### src/rtl/nand_seq_pkg.sv
package nand_seq_pkg;
  localparam int ECC_W = 3;
  localparam int CB_W  = 6;

  typedef enum logic [1:0] {S_IDLE, S_ISSUE, S_WAIT} seqStateT;

  typedef struct packed {
    logic loadCmd;   // latch a new command
    logic advance;   // current step finished, move on
  } seqCtlT;

  function automatic logic [CB_W-1:0] checkBytes(input logic [ECC_W-1:0] mode);
    case (mode)
      3'd0: checkBytes = 6'd0;
      3'd1: checkBytes = 6'd8;
      3'd2: checkBytes = 6'd12;
      3'd3: checkBytes = 6'd15;
      3'd4: checkBytes = 6'd23;
      3'd5: checkBytes = 6'd30;
      3'd6: checkBytes = 6'd45;
      default: checkBytes = 6'd60;
    endcase
  endfunction
endpackage

### src/rtl/nand_seq_ctrl.sv
module nand_seq_ctrl
  import nand_seq_pkg::*;
#(
  parameter int CNT_W = 4
) (
  input  logic             clk,
  input  logic             rstN,
  input  logic             startCmd,
  input  logic [CNT_W-1:0] startCnt,
  input  logic             fetchDone,
  input  logic             fetchErr,
  input  logic             corrDone,
  input  logic             dmaDone,
  input  logic             isRead,
  input  logic             fetchAct,
  input  logic             corrAct,
  input  logic             dmaAct,
  input  logic             lastStep,
  output seqCtlT           ctl,
  output logic             fetchStart,
  output logic             corrStart,
  output logic             dmaStart,
  output logic             busy,
  output logic             irq,
  output logic             abortFlag
);
  seqStateT state;
  logic fSeen, cSeen, dSeen;
  logic allDone, wrFault;

  always_comb begin
    allDone = (!fetchAct || fSeen || fetchDone) &&
              (!corrAct  || cSeen || corrDone)  &&
              (!dmaAct   || dSeen || dmaDone);
    wrFault = (state == S_WAIT) && !isRead && fetchDone && fetchErr;
    ctl.loadCmd = (state == S_IDLE) && startCmd && (startCnt != '0);
    ctl.advance = (state == S_WAIT) && allDone && !wrFault;
  end

  assign fetchStart = (state == S_ISSUE) && fetchAct;
  assign corrStart  = (state == S_ISSUE) && corrAct;
  assign dmaStart   = (state == S_ISSUE) && dmaAct;
  assign busy       = (state != S_IDLE);

  always_ff @(posedge clk) begin
    if (!rstN) begin
      state     <= S_IDLE;
      fSeen     <= 1'b0;
      cSeen     <= 1'b0;
      dSeen     <= 1'b0;
      irq       <= 1'b0;
      abortFlag <= 1'b0;
    end else begin
      irq <= 1'b0;
      case (state)
        S_IDLE: if (ctl.loadCmd) begin
          state     <= S_ISSUE;
          abortFlag <= 1'b0;
        end
        S_ISSUE: begin
          fSeen <= 1'b0;
          cSeen <= 1'b0;
          dSeen <= 1'b0;
          state <= S_WAIT;
        end
        S_WAIT: begin
          fSeen <= fSeen | fetchDone;
          cSeen <= cSeen | corrDone;
          dSeen <= dSeen | dmaDone;
          if (wrFault) begin
            state     <= S_IDLE;
            irq       <= 1'b1;
            abortFlag <= 1'b1;
          end else if (ctl.advance) begin
            if (lastStep) begin
              state <= S_IDLE;
              irq   <= 1'b1;
            end else begin
              state <= S_ISSUE;
            end
          end
        end
        default: state <= S_IDLE;
      endcase
    end
  end

  // completion pulse lasts one cycle
  p_irq_pulse_r9: assert property (@(posedge clk) disable iff (!rstN) irq |=> !irq);
  // sequence already idle when completion is signalled
  p_irq_idle_r9: assert property (@(posedge clk) disable iff (!rstN) irq |-> !busy);
  // flow-through operations never reach the corrector or DMA engine
  p_flow_only_r5: assert property (@(posedge clk) disable iff (!rstN)
    (busy && !isRead) |-> (!corrStart && !dmaStart));
  // abort only comes from a program or erase
  p_abort_op_r8: assert property (@(posedge clk) disable iff (!rstN)
    $rose(abortFlag) |-> !isRead);
  // a step's strobes are single-cycle
  p_strobe_once_r4: assert property (@(posedge clk) disable iff (!rstN)
    fetchStart |=> !fetchStart);
endmodule

### src/rtl/nand_seq_dp.sv
module nand_seq_dp
  import nand_seq_pkg::*;
#(
  parameter int CNT_W  = 4,
  parameter int BANK_W = 2,
  parameter int ERR_W  = 6,
  localparam int SW     = CNT_W + 1,
  localparam int WORD_W = 1 + ECC_W + CB_W + ERR_W
) (
  input  logic              clk,
  input  logic              rstN,
  input  seqCtlT            ctl,
  input  logic [1:0]        startOp,
  input  logic [CNT_W-1:0]  startCnt,
  input  logic [BANK_W-1:0] startBank,
  input  logic [ECC_W-1:0]  startEcc,
  input  logic              corrDone,
  input  logic [ERR_W-1:0]  corrErrCnt,
  input  logic              corrFail,
  output logic              isRead,
  output logic              fetchAct,
  output logic              corrAct,
  output logic              dmaAct,
  output logic              lastStep,
  output logic [CNT_W-1:0]  fetchPage,
  output logic [CNT_W-1:0]  corrPage,
  output logic [CNT_W-1:0]  dmaPage,
  output logic [BANK_W-1:0] bankOut,
  output logic              spareWrite,
  output logic [CNT_W-1:0]  spareIdx,
  output logic [WORD_W-1:0] spareWord
);
  logic [CNT_W-1:0] pageCnt;
  logic [SW-1:0]    step, stepM1, stepM2, cntExt, totSteps;
  logic [ECC_W-1:0] eccMode;
  logic [ERR_W-1:0] errHold, errNow;
  logic             failHold, failNow;

  always_comb begin
    cntExt   = {1'b0, pageCnt};
    stepM1   = step - SW'(1);
    stepM2   = step - SW'(2);
    totSteps = isRead ? cntExt + SW'(2) : cntExt;
    lastStep = (step == totSteps - SW'(1));
    fetchAct = (step < cntExt);
    corrAct  = isRead && (step != '0) && (step <= cntExt);
    dmaAct   = isRead && (step >= SW'(2));
    fetchPage = step[CNT_W-1:0];
    corrPage  = stepM1[CNT_W-1:0];
    dmaPage   = stepM2[CNT_W-1:0];
    errNow  = corrDone ? corrErrCnt : errHold;
    failNow = corrDone ? corrFail : failHold;
  end

  always_ff @(posedge clk) begin
    if (!rstN) begin
      isRead     <= 1'b0;
      pageCnt    <= '0;
      step       <= '0;
      eccMode    <= '0;
      bankOut    <= '0;
      errHold    <= '0;
      failHold   <= 1'b0;
      spareWrite <= 1'b0;
      spareIdx   <= '0;
      spareWord  <= '0;
    end else begin
      spareWrite <= 1'b0;
      if (ctl.loadCmd) begin
        isRead  <= (startOp == 2'd0);
        pageCnt <= startCnt;
        eccMode <= startEcc;
        bankOut <= startBank;
        step    <= '0;
      end else if (ctl.advance) begin
        step <= step + SW'(1);
      end
      if (corrDone) begin
        errHold  <= corrErrCnt;
        failHold <= corrFail;
      end
      if (ctl.advance && corrAct) begin
        spareWrite <= 1'b1;
        spareIdx   <= corrPage;
        spareWord  <= {failNow, eccMode, checkBytes(eccMode), errNow};
      end
    end
  end

  // status words only come from read sequences
  p_spare_read_r6: assert property (@(posedge clk) disable iff (!rstN) spareWrite |-> isRead);
  // status write is a single-cycle pulse
  p_spare_pulse_r6: assert property (@(posedge clk) disable iff (!rstN) spareWrite |=> !spareWrite);
endmodule

### src/rtl/nand_xfer_seq.sv
module nand_xfer_seq
  import nand_seq_pkg::*;
#(
  parameter int CNT_W  = 4,
  parameter int BANK_W = 2,
  parameter int ERR_W  = 6,
  localparam int WORD_W = 1 + ECC_W + CB_W + ERR_W
) (
  input  logic              clk,
  input  logic              rstN,
  input  logic              startCmd,
  input  logic [1:0]        startOp,
  input  logic [CNT_W-1:0]  startCnt,
  input  logic [BANK_W-1:0] startBank,
  input  logic [ECC_W-1:0]  startEcc,
  output logic              busy,
  output logic              irq,
  output logic              abortFlag,
  output logic [BANK_W-1:0] bankOut,
  output logic              fetchStart,
  output logic [CNT_W-1:0]  fetchPage,
  input  logic              fetchDone,
  input  logic              fetchErr,
  output logic              corrStart,
  output logic [CNT_W-1:0]  corrPage,
  input  logic              corrDone,
  input  logic [ERR_W-1:0]  corrErrCnt,
  input  logic              corrFail,
  output logic              dmaStart,
  output logic [CNT_W-1:0]  dmaPage,
  input  logic              dmaDone,
  output logic              spareWrite,
  output logic [CNT_W-1:0]  spareIdx,
  output logic [WORD_W-1:0] spareWord
);
  seqCtlT ctl;
  logic isRead, fetchAct, corrAct, dmaAct, lastStep;

  nand_seq_ctrl #(.CNT_W(CNT_W)) u_ctrl (
    .clk(clk), .rstN(rstN), .startCmd(startCmd), .startCnt(startCnt),
    .fetchDone(fetchDone), .fetchErr(fetchErr), .corrDone(corrDone), .dmaDone(dmaDone),
    .isRead(isRead), .fetchAct(fetchAct), .corrAct(corrAct), .dmaAct(dmaAct),
    .lastStep(lastStep), .ctl(ctl), .fetchStart(fetchStart), .corrStart(corrStart),
    .dmaStart(dmaStart), .busy(busy), .irq(irq), .abortFlag(abortFlag)
  );

  nand_seq_dp #(.CNT_W(CNT_W), .BANK_W(BANK_W), .ERR_W(ERR_W)) u_dp (
    .clk(clk), .rstN(rstN), .ctl(ctl), .startOp(startOp), .startCnt(startCnt),
    .startBank(startBank), .startEcc(startEcc), .corrDone(corrDone),
    .corrErrCnt(corrErrCnt), .corrFail(corrFail), .isRead(isRead),
    .fetchAct(fetchAct), .corrAct(corrAct), .dmaAct(dmaAct), .lastStep(lastStep),
    .fetchPage(fetchPage), .corrPage(corrPage), .dmaPage(dmaPage), .bankOut(bankOut),
    .spareWrite(spareWrite), .spareIdx(spareIdx), .spareWord(spareWord)
  );

  // bank is frozen for the whole sequence
  p_bank_hold_r10: assert property (@(posedge clk) disable iff (!rstN)
    (busy && $past(busy)) |-> $stable(bankOut));
endmodule

### config.mk
export PLATFORM = sky130hd
export DESIGN_NAME = nand_xfer_seq
export DESIGN_NICKNAME = d
export VERILOG_FILES = /design/src/rtl/nand_seq_pkg.sv /design/src/rtl/nand_seq_ctrl.sv /design/src/rtl/nand_seq_dp.sv /design/src/rtl/nand_xfer_seq.sv
export SDC_FILE = /design/constraint.sdc
export NUM_CORES = 1
export LEC_CHECK = 0
export BUFFER_PORTS_ARGS = -buffer_cell sky130_fd_sc_hd__buf_2
export CAP_MARGIN = 40
export CORE_MARGIN = 2
export CORE_UTILIZATION = 52
export DETAILED_ROUTE_END_ITERATION = 7
export PLACE_DENSITY = 0.79
export RECOVER_POWER = 25
export SYNTH_ARGS = -nofsm -noshare
export SYNTH_HDL_FRONTEND = slang
export SYNTH_SLANG_ARGS = --single-unit
### constraint.sdc
create_clock -name clk -period 3.4 [get_ports clk]
set_input_delay 0.17 -clock clk [delete_from_list [all_inputs] [get_ports clk]]
set_output_delay 0.17 -clock clk [all_outputs]
set_load 0.005 [all_outputs]
; Yosys cells after proc, flatten, opt, wreduce, memory -nomap -nowiden
; Index checks and enable logic that the tools add are counted.
[totals]
latch_bits = 0
rom_bits = 0
ff_bits = 50
output_inout_bits = 41
inputBits = 25
ram_bits = 0
memories = 0
[op_classes]
div_mod_pow = 0
multipliers = 0
n_eq_ne = 12
magnitude_cmp = 3
bitwise = 4
muxes = 19
add_sub_neg = 5
n_shift = 0
reduce_logical = 39
[op_table]
columns = op, count
row1 = $pmux 6 s7, 1
row2 = $logic_and 1x1->1, 16
row3 = $eq 3x3->1 const B, 3
row4 = $mux 1, 8
row5 = $pmux 1 s2, 4
row6 = $eq 3x2->1 const B, 2
row7 = $logic_or 1x1->1, 6
row8 = $mux 2, 3
row9 = $mux 6, 1
row10 = $pmux 2 s3, 1
row11 = $reduce_bool 2->1, 3
row12 = $add 4x2->5 const B, 1
row13 = $add 5x1->5 const B, 1
row14 = $eq 5x5->1, 1
row15 = $ge 5x2->1 const B, 1
row16 = $le 5x4->1, 1
row17 = $logic_not 1->1, 5
row18 = $lt 5x4->1, 1
row19 = $mux 5, 1
row20 = $reduce_bool 5->1, 1
row21 = $sub 5x1->5 const B, 1
row22 = $logic_not 2->1, 2
row23 = $reduce_and 2->1, 2
row24 = $reduce_bool 4->1, 1
row25 = other kinds (13), 15

; Longest topological paths before layout
; Gate-level depths: netlist of the first run.
[depth]
depth_word = 13
mapped_depth = 11
ltp_nobuf = 8

; Hierarchy
; From an unflattened synthesis of the first run, not the netlist that was laid out.
[hier_totals]
hier_cells = 279
area_unflattened_um2 = 2655.0
[modules_own_cells]
columns = module, cells_per_inst, seq_area_each_um2, area_each_um2, n_inst
row1 = nand_seq_dp, 226, 860.8, 2208.4, 1
row2 = nand_seq_ctrl, 53, 140.1, 446.7, 1

; Worst setup path after synthesis of the first run
; No wires, ideal clock.
[synth_timing]
kind = register -> register
start = register u_dp.pageCnt[3]
end = register u_dp.spareWord[8]
slack_ps = 1109
path_stages_with_launch = 12
arrival_ps = 2158
required_time_ps = 3268
path_buffers = 3
path_cell_list = dfxtp_1 -> clkbuf_1 -> inv_1 -> ha_1 -> inv_1 -> o211ai_2 -> o311ai_1 -> or3b_1 -> buf_6 -> buf_6 -> nor3_1 -> nor3_2
[synth_via]
elab_chain_len = 10
word_cells_on_any_way = 14
[synth_rtl]
columns = element, line
row1 = "start, declared", nand_seq_dp.sv:33  ; logic [CNT_W-1:0] pageCnt;
row2 = "start signal, assigned", nand_seq_dp.sv:71  ; pageCnt <= startCnt;
row3 = $le 5x4->1, nand_seq_dp.sv:46  ; corrAct = isRead && (step != '0) && (step <= cntExt);
row4 = $logic_and 1x1->1, nand_seq_dp.sv:46
row5 = $logic_not 1->1, nand_seq_ctrl.sv:33  ; (!corrAct || cSeen || corrDone) &&
row6 = $logic_or 1x1->1 (2 in a row), nand_seq_ctrl.sv:33
row7 = $logic_and 1x1->1, nand_seq_ctrl.sv:32  ; allDone = (!fetchAct || fSeen || fetchDone) &&
row8 = $logic_and 1x1->1, nand_seq_ctrl.sv:33
row9 = $logic_and 1x1->1 (2 in a row), nand_seq_ctrl.sv:37  ; ctl.advance = (state == S_WAIT) && allDone && !wrFault;
row10 = $logic_and 1x1->1 (*), nand_seq_dp.sv:82  ; if (ctl.advance && corrAct) begin
row11 = "end signal, assigned", nand_seq_dp.sv:85  ; spareWord <= {failNow, eccMode, checkBytes(eccMode), errNow};
row12 = "end, declared", nand_seq_dp.sv:31  ; output logic [WORD_W-1:0] spareWord
; Mark *: on every way between the ends. The rest lies on a longest branch, timed or not.
; A chain may end at the register's enable or synchronous reset.

; Final worst setup path of the first run
[layout_timing]
start = register u_dp.step[0]
end = register u_dp.spareWord[11]
[layout_via]
elab_chain_len = 11
word_cells_on_any_way = 21
[layout_rtl]
columns = element, line
row1 = "start, declared", nand_seq_dp.sv:34  ; logic [SW-1:0] step, stepM1, stepM2, cntExt, totSteps;
row2 = "start signal, assigned", nand_seq_dp.sv:76  ; step <= step + SW'(1);
row3 = "parallel branches: the longest is 10 deep, another holds $le 5x4->1", n/a
row4 = $logic_and 1x1->1 (*), nand_seq_dp.sv:82
; Every way passes the cells marked *.

==> results of run 1 <==
power by group through the flow:
stage          Sequential [mW]  Clock (mW)  Combinational (mW)
2_1_floorplan            0.676           0               0.311
3_3_place_gp             0.694           0               0.390
3_5_place_dp             0.697           0               0.397
4_1_cts                  0.683       0.504               0.403
5_1_grt                  0.691       0.529               0.451
6_report                 0.685       0.497               0.401
stage by stage:
| stage | power (mW) | cell area (µm²) | cells | utilization [%] | setup slack [ns] |
|---|---|---|---|---|---|
| after floorplan | 0.987 | 2570 | 290 | - | 1.11 |
| after global placement | 1.08 | 2870 | 404 | 60.4 | 0.887 |
| after detailed placement | 1.09 | 2870 | 404 | 60.4 | 0.830 |
| after CTS | 1.59 | 3010 | 412 | 63.3 | 0.818 |
| after global routing | 1.67 | 2990 | 412 | 62.9 | 0.622 |
| final | 1.58 | 2990 | 412 | 62.9 | 0.818 |
worst min-delay path, cell delays in order:
cell	delay, ns
sky130_fd_sc_hd__buf_2	0.09
sky130_fd_sc_hd__nand2_1	0.05
sky130_fd_sc_hd__a21oi_1	0.05
Yosys cell counts (2+ instances only):
library cell / count / area share, %
sky130_fd_sc_hd__dfxtp_1: 50 / 39
sky130_fd_sc_hd__nor2_1: 34 / 5.0
sky130_fd_sc_hd__nand2_1: 25 / 3.6
sky130_fd_sc_hd__a21oi_1: 20 / 3.9
sky130_fd_sc_hd__inv_1: 20 / 2.9
sky130_fd_sc_hd__mux2i_1: 20 / 7.8
sky130_fd_sc_hd__ha_1: 17 / 8.3
sky130_fd_sc_hd__xnor2_1: 11 / 3.7
sky130_fd_sc_hd__clkbuf_1: 10 / 1.5
sky130_fd_sc_hd__nand3_1: 10 / 1.9
sky130_fd_sc_hd__o31ai_1: 8 / 2.3
sky130_fd_sc_hd__nor3_1: 7 / 1.4
sky130_fd_sc_hd__buf_4: 6 / 1.7
sky130_fd_sc_hd__o21ai_0: 6 / 1.2
sky130_fd_sc_hd__xor2_1: 4 / 1.4
sky130_fd_sc_hd__a211oi_1: 3 / 0.87
sky130_fd_sc_hd__a31o_2: 2 / 0.68
sky130_fd_sc_hd__and2_1: 2 / 0.49
sky130_fd_sc_hd__and3b_1: 2 / 0.68
sky130_fd_sc_hd__buf_6: 2 / 0.87
sky130_fd_sc_hd__nand3b_1: 2 / 0.58
sky130_fd_sc_hd__nand4_1: 2 / 0.49
sky130_fd_sc_hd__nor2b_4: 2 / 1.1
sky130_fd_sc_hd__nor3_2: 2 / 0.78
worst max-delay path by stage:
| stage | start | to | cells after the start |
|---|---|---|---|
| 6_report | u_dp.step[0] | u_dp.spareWord[11] | 9 |
| 5_1_grt | u_dp.step[2] | u_dp.spareWord[14] | 8 |
| 4_1_cts | u_dp.step[2] | u_dp.spareIdx[1] | 8 |
| 3_5_place_dp | u_dp.step[2] | u_dp.spareIdx[1] | 8 |
| 3_3_place_gp | u_dp.step[0] | u_dp.spareWord[11] | 9 |
| 2_1_floorplan | u_dp.pageCnt[3] | u_dp.spareWord[8] | 11 |
layout make-up:
| type | instances | area, µm² |
|---|---|---|
| inverters | 20 | 75.1 |
| flip-flops and latches | 50 | 1000 |
| repair buffers | 68 | 332 |
| multi-input cells | 199 | 1360 |
| clock inverters | 3 | 68.8 |
| well taps | 67 | 83.8 |
| clock buffers | 5 | 68.8 |
| fillers | 454 | 1760 |
state kept, by name, indices dropped and copies added (netlist names), 2 cells and up:
register,cells
u_dp.eccMode,3
u_dp.bankOut,2
u_dp.pageCnt,4
u_dp.spareWord,16
u_ctrl.state,2
u_dp.spareIdx,4
u_dp.step,5
u_dp.errHold,6
cells by family (layout without fill, tap and decap cells):
| kind of cell | after synthesis | after routing |
|---|---|---|
| buffers and inverters | 41 | 96 |
| DFF | 50 | 50 |
| adders and majority gates | 17 | 17 |
| xor gates and xnor gates | 15 | 15 |
| muxes | 20 | 20 |
| and+or+nand+nor | 99 | 99 |
| AOI/OAI and AO/OA | 48 | 48 |
placed cells by master (no fill, tap or decap), types with 7 or more instances in the layout:
master	Yosys	final
sky130_fd_sc_hd__a21oi_1	20	20
sky130_fd_sc_hd__buf_2	1	52
sky130_fd_sc_hd__clkbuf_1	10	13
sky130_fd_sc_hd__dfxtp_1	50	50
sky130_fd_sc_hd__ha_1	17	17
sky130_fd_sc_hd__inv_1	20	20
sky130_fd_sc_hd__mux2i_1	20	20
sky130_fd_sc_hd__nand2_1	25	25
sky130_fd_sc_hd__nand3_1	10	10
sky130_fd_sc_hd__nor2_1	34	34
sky130_fd_sc_hd__nor3_1	7	7
sky130_fd_sc_hd__o31ai_1	8	8
sky130_fd_sc_hd__xnor2_1	11	11
routing by layer:
| metal | GRT usage, % | vias up | part of all wire, % |
|---|---|---|---|
| met4 | 6.55 | 0 | 1.1 |
| li1 | - | 1087 | - |
| met2 | 31.8 | 59 | 45 |
| met5 | 0 | - | 0 |
| met3 | 5.96 | 5 | 5.2 |
| met1 | 27.5 | 988 | 48 |
==> flow_results.xml, run 1 <==
<?xml version="1.0" encoding="UTF-8"?>
<metrics>
  <group name="setup_path">
    <metric name="worst_r2r_startpoint" unit="">u_dp.step[0]</metric>
    <metric name="crit_slowest_cell" unit="">sky130_fd_sc_hd__dfxtp_1</metric>
    <metric name="cp-start-kind" unit="">flop</metric>
    <metric name="timing.critical_path.arrival" unit="ns">2.83</metric>
    <metric name="critPathMaxStageDelay" unit="ns">0.47</metric>
    <metric name="timing.rr.end" unit="">u_dp.spareWord[11]</metric>
    <metric name="total_buffers_and_inverters_traversed_by_the_critical_path" unit="">2</metric>
    <metric name="reg2reg_depth" unit="">9</metric>
    <metric name="worst-r2r-setup-slack" unit="ns">0.82</metric>
    <metric name="critPathCaptureType" unit="">flop</metric>
    <metric name="crit_family" unit="">simple AND/OR/NAND/NOR gates</metric>
    <metric name="timing.critical_path.fanout_max" unit="">31</metric>
    <metric name="critPathKind" unit="">flop to flop</metric>
    <metric name="crit_chain" unit="">inv_1 -&gt; ha_1 -&gt; and2b_1 -&gt; nand4_1 -&gt; a21oi_4 -&gt; or3b_1 -&gt; buf_4 -&gt; or2_0 -&gt; a21oi_1</metric>
    <metric name="worst_ep_required_time" unit="ns">3.65</metric>
  </group>
  <group name="power">
    <metric name="power.share.combinational" unit="%">25.3</metric>
    <metric name="pwrdens" unit="nW/µm²">529</metric>
    <metric name="share_clk_of_total_power" unit="%">31.4</metric>
    <metric name="power_report.internal_total" unit="mW">1.09</metric>
    <metric name="sw_frac_of_total" unit="%">30.9</metric>
    <metric name="switching_component_of_the_power" unit="mW">0.488</metric>
    <metric name="static-leakage-power" unit="nW">1.36</metric>
    <metric name="vdd_ir_drop_max" unit="µV">356</metric>
    <metric name="seqPwrFrac" unit="%">43.3</metric>
  </group>
  <group name="timing">
    <metric name="slew_violations" unit="">0</metric>
    <metric name="timing.final.setup_violations" unit="">0</metric>
    <metric name="final.period_utilization" unit="%">75.9</metric>
    <metric name="setup_repair_after_global_routing_missed_its_margin" unit="">false</metric>
    <metric name="hold-worst-slack" unit="ns">0.0901</metric>
    <metric name="max_freq" unit="GHz">0.387</metric>
    <metric name="timing.final.crit_period" unit="ns">2.58</metric>
    <metric name="worst-slew-pin-transition" unit="ns">0.539</metric>
    <metric name="fin_setup_tns" unit="ns">0</metric>
    <metric name="final_hold_violations" unit="">0</metric>
    <metric name="finClkSkew" unit="ns">0.00847</metric>
    <metric name="worst_slew_margin_rel" unit="%">64.1</metric>
  </group>
  <group name="clock_tree">
    <metric name="root_buffer" unit="">sky130_fd_sc_hd__clkbuf_8</metric>
    <metric name="post_cts_resize_count" unit="">0</metric>
    <metric name="insertion_delay" unit="ns">0.31</metric>
    <metric name="cts_htree_levels" unit="">2</metric>
    <metric name="cts.repair_timing.setup_buffer_count" unit="">0</metric>
    <metric name="max_root_sink_buffers" unit="">2</metric>
    <metric name="postCtsHoldBufs" unit="">0</metric>
    <metric name="cts_tree" unit="">done</metric>
    <metric name="tritoncts_num_sinks" unit="">50</metric>
    <metric name="numCtsBuffers" unit="">5</metric>
    <metric name="clkTransAtPathRegs" unit="ns">0.09</metric>
  </group>
  <group name="global_route">
    <metric name="grt_pass1_wl" unit="µm">8530</metric>
    <metric name="grt_remaining_overflow" unit="">0</metric>
    <metric name="grt_antenna_before_repair" unit="">0</metric>
    <metric name="largest_net_degree_at_the_start_of_global_routing" unit="">32</metric>
    <metric name="grt_util_all_layers" unit="%">20.4</metric>
    <metric name="vias_in_the_first_global_route" unit="">1866</metric>
  </group>
  <group name="worst_hold_path">
    <metric name="worst_hold_path_type" unit="">input port to flop</metric>
    <metric name="timing.hold.worst.start" unit="">startBank[0]</metric>
    <metric name="min_delay_path_depth" unit="">3</metric>
    <metric name="whs_endpoint" unit="">u_dp.bankOut[0]</metric>
  </group>
  <group name="die">
    <metric name="floorplan.die.width" unit="µm">74.4</metric>
    <metric name="floorplan.core_area" unit="µm²">4750</metric>
    <metric name="die_h" unit="µm">74.4</metric>
    <metric name="placementRows" unit="">25</metric>
    <metric name="fp.dieArea" unit="µm²">5530</metric>
    <metric name="floorplan.io_pins" unit="">66</metric>
    <metric name="start_util" unit="%">54.1</metric>
  </group>
  <group name="outcome">
    <metric name="outcome" unit="">complete, no violations</metric>
  </group>
  <group name="yosys">
    <metric name="synth_top_flop_cell" unit="">sky130_fd_sc_hd__dfxtp_1</metric>
    <metric name="synth.lib_cells_used.distinct" unit="">47</metric>
    <metric name="postSynthRegisterBits" unit="">50</metric>
    <metric name="post_synth_xor_area_fraction" unit="%">5.10</metric>
    <metric name="netlist_instances" unit="">290</metric>
    <metric name="synthesis.area" unit="µm²">2570</metric>
    <metric name="syn_area_per_cell" unit="µm²">8.87</metric>
    <metric name="area_share_of_and_or_nand_nor_cells_after_synthesis" unit="%">19.3</metric>
    <metric name="mappedNetlistNets" unit="">332</metric>
    <metric name="synth-edff-count" unit="">0</metric>
    <metric name="synth_top_family_by_area" unit="">simple AND/OR/NAND/NOR gates</metric>
    <metric name="synth.area.mux_share" unit="%">7.78</metric>
    <metric name="complex_gate_fraction_of_the_synthesized_area" unit="%">12.5</metric>
    <metric name="share_of_flip_flops_with_an_asynchronous_set_or_reset" unit="%">0</metric>
    <metric name="synthesis.yosys.warnings" unit="">0</metric>
    <metric name="adder_cell_share_of_the_synthesized_area" unit="%">8.26</metric>
    <metric name="synth_seq_area_share" unit="%">38.9</metric>
  </group>
  <group name="cells_and_area">
    <metric name="syn2layout_area_growth" unit="%">16.3</metric>
    <metric name="finish.net_count" unit="">386</metric>
    <metric name="antenna_cells" unit="">0</metric>
    <metric name="final_layout_size_suffix_gt1_share" unit="%">21.2</metric>
  </group>
  <group name="route">
    <metric name="route.detailed.drc" unit="">0</metric>
    <metric name="initialDrtViolationCount" unit="">94</metric>
    <metric name="wl_per_cell" unit="µm">13.1</metric>
    <metric name="routed_vias" unit="">2139</metric>
    <metric name="detail_route.first_pass.iterations" unit="">4</metric>
    <metric name="route.final.wire_length" unit="µm">5400</metric>
    <metric name="post_drt_via_cell_ratio" unit="">5.19</metric>
    <metric name="final_antenna_net_count" unit="">0</metric>
  </group>
  <group name="placed_design">
    <metric name="gp_congestion" unit="">0.808</metric>
    <metric name="portBuffers" unit="">65</metric>
    <metric name="detailed_place_hpwl" unit="µm">3980</metric>
  </group>
  <group name="flow_run">
    <metric name="cap_viol_max_count" unit="">0</metric>
  </group>
</metrics>
(Power assumes the default switching activity.)
==> run 2: changes to the inputs <==
--- a/config.mk
+++ b/config.mk
@@ -8,9 +8,9 @@
 export BUFFER_PORTS_ARGS = -buffer_cell sky130_fd_sc_hd__buf_2
 export CAP_MARGIN = 40
 export CORE_MARGIN = 2
-export CORE_UTILIZATION = 52
+export CORE_UTILIZATION = 48
 export DETAILED_ROUTE_END_ITERATION = 7
-export PLACE_DENSITY = 0.79
+export PLACE_DENSITY = 0.76
 export RECOVER_POWER = 25
 export SYNTH_ARGS = -nofsm -noshare
 export SYNTH_HDL_FRONTEND = slang
==> constraint.sdc (replaced) <==
create_clock -name clk -period 2.2 [get_ports clk]
set_input_delay 0.11 -clock clk [delete_from_list [all_inputs] [get_ports clk]]
set_output_delay 0.11 -clock clk [all_outputs]
set_load 0.005 [all_outputs]
==> flow_results.xml, run 2 (synthesis gave the netlist of run 1 again) <==
<?xml version="1.0" encoding="UTF-8"?>
<metrics>
  <group name="setup_path">
    <metric name="critPathKind" unit="">flop to flop</metric>
    <metric name="worst_ep_required_time" unit="ns">2.40</metric>
    <metric name="timing.critical_path.fanout_max" unit="">8</metric>
    <metric name="critPathCaptureType" unit="">flop</metric>
    <metric name="crit_family" unit="">compound AO/OA/AOI/OAI gates</metric>
    <metric name="cp-start-kind" unit="">flop</metric>
    <metric name="critPathMaxStageDelay" unit="ns">0.45</metric>
    <metric name="crit_chain" unit="">inv_2 -&gt; ha_4 -&gt; a21oi_2 -&gt; o211ai_4 -&gt; a21oi_4 -&gt; or3b_4 -&gt; buf_12 -&gt; buf_4 -&gt; mux2i_1 -&gt; nor2_1</metric>
    <metric name="crit_slowest_cell" unit="">sky130_fd_sc_hd__or3b_4</metric>
    <metric name="timing.critical_path.arrival" unit="ns">2.40</metric>
    <metric name="total_buffers_and_inverters_traversed_by_the_critical_path" unit="">3</metric>
  </group>
  <group name="die">
    <metric name="placementRows" unit="">26</metric>
    <metric name="floorplan.die.width" unit="µm">77.2</metric>
    <metric name="start_util" unit="%">50.1</metric>
    <metric name="floorplan.core_area" unit="µm²">5140</metric>
    <metric name="fp.dieArea" unit="µm²">5960</metric>
    <metric name="floorplan.io_pins" unit="">66</metric>
    <metric name="die_h" unit="µm">77.2</metric>
  </group>
  <group name="route">
    <metric name="detail_route.first_pass.iterations" unit="">4</metric>
    <metric name="final_antenna_net_count" unit="">0</metric>
    <metric name="routed_vias" unit="">2316</metric>
    <metric name="initialDrtViolationCount" unit="">125</metric>
    <metric name="route.final.wire_length" unit="µm">6360</metric>
    <metric name="post_drt_via_cell_ratio" unit="">5.18</metric>
    <metric name="wl_per_cell" unit="µm">14.2</metric>
    <metric name="route.detailed.drc" unit="">0</metric>
  </group>
  <group name="clock_tree">
    <metric name="max_root_sink_buffers" unit="">2</metric>
    <metric name="cts_tree" unit="">done</metric>
    <metric name="clkTransAtPathRegs" unit="ns">0.10</metric>
    <metric name="insertion_delay" unit="ns">0.31</metric>
    <metric name="numCtsBuffers" unit="">5</metric>
    <metric name="cts_htree_levels" unit="">2</metric>
    <metric name="postCtsHoldBufs" unit="">0</metric>
    <metric name="tritoncts_num_sinks" unit="">50</metric>
    <metric name="root_buffer" unit="">sky130_fd_sc_hd__clkbuf_8</metric>
  </group>
  <group name="outcome">
    <metric name="outcome" unit="">complete, no violations</metric>
  </group>
  <group name="timing">
    <metric name="final_hold_violations" unit="">0</metric>
    <metric name="fin_setup_tns" unit="ns">0</metric>
    <metric name="finClkSkew" unit="ns">0.0129</metric>
    <metric name="worst_slew_margin_rel" unit="%">73.7</metric>
    <metric name="timing.final.crit_period" unit="ns">2.19</metric>
    <metric name="worst-slew-pin-transition" unit="ns">0.395</metric>
    <metric name="max_freq" unit="GHz">0.456</metric>
    <metric name="final.period_utilization" unit="%">99.7</metric>
    <metric name="setup_repair_after_global_routing_missed_its_margin" unit="">true</metric>
    <metric name="slew_violations" unit="">0</metric>
    <metric name="timing.final.setup_violations" unit="">0</metric>
  </group>
  <group name="power">
    <metric name="pwrdens" unit="nW/µm²">726</metric>
    <metric name="vdd_ir_drop_max" unit="µV">562</metric>
    <metric name="static-leakage-power" unit="nW">1.58</metric>
  </group>
  <group name="cells_and_area">
    <metric name="multi_input_comb_area" unit="µm²">1490</metric>
    <metric name="finish.net_count" unit="">418</metric>
    <metric name="final_core_util" unit="%">66.2</metric>
    <metric name="reg.largest.list" unit="">u_dp.spareWord (16), u_dp.errHold (6), u_dp.step (5)</metric>
    <metric name="filler_cell_count" unit="">442</metric>
    <metric name="syn2layout_area_growth" unit="%">32.1</metric>
    <metric name="layout_common_cells" unit="">sky130_fd_sc_hd__buf_2, sky130_fd_sc_hd__dfxtp_1, sky130_fd_sc_hd__nor2_1, sky130_fd_sc_hd__buf_4, sky130_fd_sc_hd__nand2_1</metric>
    <metric name="regArea" unit="µm²">1010</metric>
    <metric name="regMostFlops" unit="">u_dp.spareWord</metric>
    <metric name="layout_commonest_cell" unit="">sky130_fd_sc_hd__buf_2</metric>
    <metric name="final_layout_size_suffix_gt1_share" unit="%">36.3</metric>
    <metric name="number_of_flip_flops_under_the_largest_register_name" unit="">16</metric>
    <metric name="antenna_cells" unit="">0</metric>
  </group>
  <group name="placed_design">
    <metric name="portBuffers" unit="">65</metric>
    <metric name="gp_congestion" unit="">0.884</metric>
    <metric name="detailed_place_hpwl" unit="µm">4510</metric>
  </group>
  <group name="global_route">
    <metric name="grt_pass1_wl" unit="µm">9600</metric>
    <metric name="grt_remaining_overflow" unit="">0</metric>
    <metric name="grt_antenna_before_repair" unit="">0</metric>
    <metric name="vias_in_the_first_global_route" unit="">2068</metric>
    <metric name="grt_util_all_layers" unit="%">20.0</metric>
    <metric name="largest_net_degree_at_the_start_of_global_routing" unit="">32</metric>
  </group>
  <group name="flow_run">
    <metric name="cap_viol_max_count" unit="">0</metric>
  </group>
  <group name="worst_hold_path">
    <metric name="worst_hold_path_type" unit="">input port to flop</metric>
  </group>
</metrics>
==> run 2: layer usage <==
| metal | GRT usage [%] | part of all wire, % | routed length (µm) | vias to the layer above |
|---|---|---|---|---|
| met5 | 0 | 0 | 0 | - |
| met4 | 6.25 | 1.4 | 89 | 0 |
| met3 | 4.94 | 5.8 | 369 | 10 |
| met2 | 34.1 | 50 | 3150 | 63 |
| met1 | 24.7 | 43 | 2740 | 1089 |
| li1 | - | - | - | 1154 |
==> run 2: per-stage QoR <==
step                power, mW  instances  hold slack [ns]  area, µm²  worst slack, ns
floorplan                1.53        290            0.238       2590          0.00993
global placement         1.75        426            0.355       3040           0.0568
detailed placement       1.77        426            0.358       3040          -0.0549
CTS                      2.37        436           0.0199       3170          0.00528
global route             2.61        447           0.0332       3400          -0.0547
finish                   2.47        447           0.0276       3400          0.00552
==> run 2: final cells by class <==
cell class / count / area share [%]
multi-input combinational: 199 / 43.9
sequential: 50 / 29.6
timing repair buffer: 100 / 18.8
tap: 70 / 2.58
clock buffer: 6 / 2.43
inverter: 20 / 2.21
clock inverter: 2 / 0.478
==> run 2: worst paths after layout <==
path / startpoint / end / slack [ns] / cells after the start
setup / recovery: u_dp.pageCnt[2] / u_dp.spareWord[12] / 0.006 / 10
setup reg to reg: u_dp.pageCnt[2] / u_dp.spareWord[12] / 0.006 / 10
hold reg to reg: u_dp.spareWord[11] / u_dp.spareWord[11] / 0.48 / 2
hold / removal: startEcc[2] / u_dp.eccMode[2] / 0.03 / 3
==> run 2: repair_timing <==
item | 4_1_cts | 5_1_grt
cloned | 0 | 2
gates resized for setup | 3 | 20
buffers inserted | 2 | 9
pin swaps | 1 | 11
endpoints found under the setup margin | 2 | 10
==> run 2: where the power goes <==
group	switching (mW)	internal, mW	total (mW)
sequential	0.0672	0.979	1.05
combinational	0.460	0.384	0.844
clock	0.319	0.259	0.579
total	0.846	1.62	2.47
==> run 2: tightest hold or removal path, stage by stage <==
cell and delay [ns]:
sky130_fd_sc_hd__buf_2 0.09, sky130_fd_sc_hd__nand2_1 0.05, sky130_fd_sc_hd__a21oi_1 0.05
==> run 3: changes to the inputs <==
--- a/config.mk
+++ b/config.mk
@@ -5,6 +5,7 @@
 export SDC_FILE = /design/constraint.sdc
 export NUM_CORES = 1
 export LEC_CHECK = 0
+export ABC_AREA = 1
 export BUFFER_PORTS_ARGS = -buffer_cell sky130_fd_sc_hd__buf_2
 export CAP_MARGIN = 40
 export CORE_MARGIN = 2
@@ -12,6 +13,7 @@
 export DETAILED_ROUTE_END_ITERATION = 7
 export PLACE_DENSITY = 0.76
 export RECOVER_POWER = 25
+export REMOVE_ABC_BUFFERS = 1
 export SYNTH_ARGS = -nofsm -noshare
 export SYNTH_HDL_FRONTEND = slang
 export SYNTH_SLANG_ARGS = --single-unit
==> flow_results.xml, run 3 <==
<?xml version="1.0" encoding="UTF-8"?>
<metrics>
  <group name="route">
    <metric name="route.final.wire_length" unit="µm">6170</metric>
    <metric name="detail_route.first_pass.iterations" unit="">4</metric>
    <metric name="route.detailed.drc" unit="">0</metric>
    <metric name="wl_per_cell" unit="µm">12.3</metric>
    <metric name="final_antenna_net_count" unit="">0</metric>
    <metric name="routed_vias" unit="">2506</metric>
    <metric name="post_drt_via_cell_ratio" unit="">4.98</metric>
    <metric name="initialDrtViolationCount" unit="">114</metric>
  </group>
  <group name="yosys">
    <metric name="synth_largest_area_cell" unit="">sky130_fd_sc_hd__dfxtp_1</metric>
    <metric name="yosys-top-cells-count" unit="">sky130_fd_sc_hd__nand2_1, sky130_fd_sc_hd__dfxtp_1, sky130_fd_sc_hd__inv_1, sky130_fd_sc_hd__nor2_1, sky130_fd_sc_hd__a21oi_1</metric>
    <metric name="synth_top_area_cells" unit="">sky130_fd_sc_hd__dfxtp_1, sky130_fd_sc_hd__nand2_1, sky130_fd_sc_hd__ha_1</metric>
    <metric name="synth.lib_cells_used.distinct" unit="">34</metric>
    <metric name="synth_most_common_cell" unit="">sky130_fd_sc_hd__nand2_1</metric>
    <metric name="share_of_flip_flops_with_an_asynchronous_set_or_reset" unit="%">0</metric>
    <metric name="postSynthRegisterBits" unit="">50</metric>
    <metric name="synth_seq_area_share" unit="%">38.2</metric>
    <metric name="post-synth-top-area-fraction" unit="%">38.2</metric>
    <metric name="synth_top_flop_cell" unit="">sky130_fd_sc_hd__dfxtp_1</metric>
    <metric name="netlist_instances" unit="">359</metric>
    <metric name="synthesis.yosys.warnings" unit="">0</metric>
    <metric name="synth-edff-count" unit="">0</metric>
    <metric name="synthesis.area" unit="µm²">2620</metric>
    <metric name="syn_area_per_cell" unit="µm²">7.29</metric>
  </group>
  <group name="clock_tree">
    <metric name="insertion_delay" unit="ns">0.31</metric>
    <metric name="clkTransAtPathRegs" unit="ns">0.10</metric>
    <metric name="numCtsBuffers" unit="">5</metric>
    <metric name="root_buffer" unit="">sky130_fd_sc_hd__clkbuf_8</metric>
    <metric name="tritoncts_num_sinks" unit="">50</metric>
    <metric name="cts_tree" unit="">done</metric>
    <metric name="cts_htree_levels" unit="">2</metric>
    <metric name="max_root_sink_buffers" unit="">2</metric>
  </group>
  <group name="timing">
    <metric name="worst_slew_margin_rel" unit="%">81.6</metric>
    <metric name="slew_violations" unit="">0</metric>
    <metric name="final_hold_violations" unit="">0</metric>
    <metric name="worst-slew-pin-transition" unit="ns">0.275</metric>
    <metric name="max_freq" unit="GHz">0.490</metric>
    <metric name="final.period_utilization" unit="%">92.7</metric>
    <metric name="timing.final.setup_violations" unit="">0</metric>
    <metric name="finClkSkew" unit="ns">0.00614</metric>
    <metric name="timing.final.crit_period" unit="ns">2.04</metric>
  </group>
  <group name="cells_and_area">
    <metric name="filler_cell_count" unit="">473</metric>
    <metric name="number_of_flip_flops_under_the_largest_register_name" unit="">16</metric>
    <metric name="final_layout_size_suffix_gt1_share" unit="%">22.6</metric>
    <metric name="final_core_util" unit="%">61.9</metric>
    <metric name="layout_common_cells" unit="">sky130_fd_sc_hd__nand2_1, sky130_fd_sc_hd__buf_2, sky130_fd_sc_hd__dfxtp_1, sky130_fd_sc_hd__inv_1, sky130_fd_sc_hd__nor2_1</metric>
    <metric name="regMostFlops" unit="">u_dp.spareWord</metric>
    <metric name="antenna_cells" unit="">0</metric>
    <metric name="reg.largest.list" unit="">u_dp.spareWord (16), u_dp.errHold (6), u_dp.step (5)</metric>
    <metric name="finish.net_count" unit="">474</metric>
    <metric name="layout_commonest_cell" unit="">sky130_fd_sc_hd__nand2_1</metric>
    <metric name="syn2layout_area_growth" unit="%">22.2</metric>
  </group>
  <group name="setup_path">
    <metric name="worst-r2r-setup-slack" unit="ns">0.16</metric>
    <metric name="critical_path.most_common_cell" unit="">sky130_fd_sc_hd__nand2_1</metric>
    <metric name="crit_family" unit="">simple AND/OR/NAND/NOR gates</metric>
    <metric name="timing.critical_path.fanout_max" unit="">9</metric>
    <metric name="critPathKind" unit="">flop to flop</metric>
    <metric name="worst_ep_required_time" unit="ns">2.40</metric>
    <metric name="critPathCaptureType" unit="">flop</metric>
    <metric name="cp-start-kind" unit="">flop</metric>
    <metric name="crit_chain" unit="">inv_1 -&gt; ha_1 -&gt; nand2_1 -&gt; inv_1 -&gt; nand3b_1 -&gt; nand3_1 -&gt; nand2_1 -&gt; nand3_2 -&gt; nand2_4 -&gt; nor2_8 -&gt; buf_12 -&gt; nand2_1 -&gt; nand2_1 -&gt; a21oi_1</metric>
    <metric name="crit_slowest_cell" unit="">sky130_fd_sc_hd__dfxtp_1</metric>
    <metric name="critPathMaxStageDelay" unit="ns">0.39</metric>
    <metric name="total_buffers_and_inverters_traversed_by_the_critical_path" unit="">3</metric>
    <metric name="timing.critical_path.arrival" unit="ns">2.24</metric>
  </group>
  <group name="placed_design">
    <metric name="gp_congestion" unit="">0.879</metric>
    <metric name="portBuffers" unit="">65</metric>
    <metric name="detailed_place_hpwl" unit="µm">4540</metric>
  </group>
  <group name="die">
    <metric name="floorplan.core_area" unit="µm²">5170</metric>
    <metric name="floorplan.die.width" unit="µm">77.9</metric>
    <metric name="die_h" unit="µm">77.9</metric>
    <metric name="floorplan.io_pins" unit="">66</metric>
    <metric name="placementRows" unit="">26</metric>
    <metric name="start_util" unit="%">50.6</metric>
    <metric name="fp.dieArea" unit="µm²">6060</metric>
  </group>
  <group name="global_route">
    <metric name="grt_util_all_layers" unit="%">20.9</metric>
    <metric name="vias_in_the_first_global_route" unit="">2299</metric>
    <metric name="largest_net_degree_at_the_start_of_global_routing" unit="">28</metric>
    <metric name="grt_remaining_overflow" unit="">0</metric>
    <metric name="grt_antenna_before_repair" unit="">0</metric>
    <metric name="grt_pass1_wl" unit="µm">10200</metric>
  </group>
  <group name="power">
    <metric name="pwrdens" unit="nW/µm²">824</metric>
    <metric name="vdd_ir_drop_max" unit="µV">431</metric>
    <metric name="static-leakage-power" unit="nW">1.55</metric>
    <metric name="finalPower" unit="mW">2.64</metric>
  </group>
  <group name="worst_hold_path">
    <metric name="worst_hold_path_type" unit="">input port to flop</metric>
  </group>
  <group name="outcome">
    <metric name="outcome" unit="">complete, no violations</metric>
  </group>
  <group name="flow_run">
    <metric name="cap_viol_max_count" unit="">0</metric>
  </group>
</metrics>
==> run 3: report_power, final <==
part	switching, mW	total [mW]	internal, mW
Clock	0.324	0.699	0.375
Sequential	0.0722	1.06	0.989
Combinational	0.541	0.877	0.336
==> run 3: worst min-delay path, delay by kind of cell <==
kind | cells | cell delay [ns]
AND/OR/NAND/NOR | 1 | 0.08
buffers and inverters | 1 | 0.07
AO/OA/AOI/OAI | 1 | 0.07
==> run 3: final timing paths <==
kind                   endpoint          startpoint  cells past startpoint
min reg2reg  u_dp.spareWord[15]  u_dp.spareWord[15]                      2
max           u_dp.spareWord[5]     u_dp.pageCnt[2]                     14
max reg2reg   u_dp.spareWord[5]     u_dp.pageCnt[2]                     14
min             u_dp.bankOut[0]        startBank[0]                      3
==> run 3: final cells by class <==
cell class | count | area, µm² | area share, %
clock buffer | 6 | 82.6 | 2.58
multi-input combinational | 242 | 1330 | 41.6
sequential | 50 | 1000 | 31.3
inverter | 50 | 188 | 5.87
clock inverter | 2 | 38.8 | 1.21
timing repair buffer | 83 | 469 | 14.7
tap | 70 | 87.6 | 2.74
==> run 3: stage by stage <==
stage	hold WS, ns	area (µm²)	TNS [ns]	setup slack (ns)	cells
finish	0.0525	3200	0	0.161	503
global route	0.0911	3200	-0.0352	-0.0149	503
CTS	0.0480	3140	0	0.0846	496
detailed placement	0.326	3000	0	0.177	486
global placement	0.325	3000	0	0.227	486
floorplan	0.208	2520	0	0.0704	342
==> run 3: timing repair <==
action / CTS / global route
resized for setup: 0 / 2
hold buffers: 2 / 0
setup buffers: 0 / 7
endpoints found under the setup margin: 0 / 5
endpoints found under the hold margin: 1 / 0
==> run 3: routing by layer <==
layer	track usage, %	vias up	share of wire (%)	routed length, µm
met5	0	-	0	0
met4	8.04	0	1.1	68
met3	3.60	7	5.8	360
met2	33.4	67	47	2880
met1	28.1	1148	46	2860
li1	-	1284	-	-
==> run 3: logic make-up after synthesis <==
group	count (synthesis)	synth area share (%)
AOI/OAI and AO/OA	59	11.8
and+or+nand+nor	155	26.8
adders and majority gates	17	8.12
DFF	50	38.2
xor gates and xnor gates	4	1.34
buffers and inverters	67	11.0
muxes	7	2.68
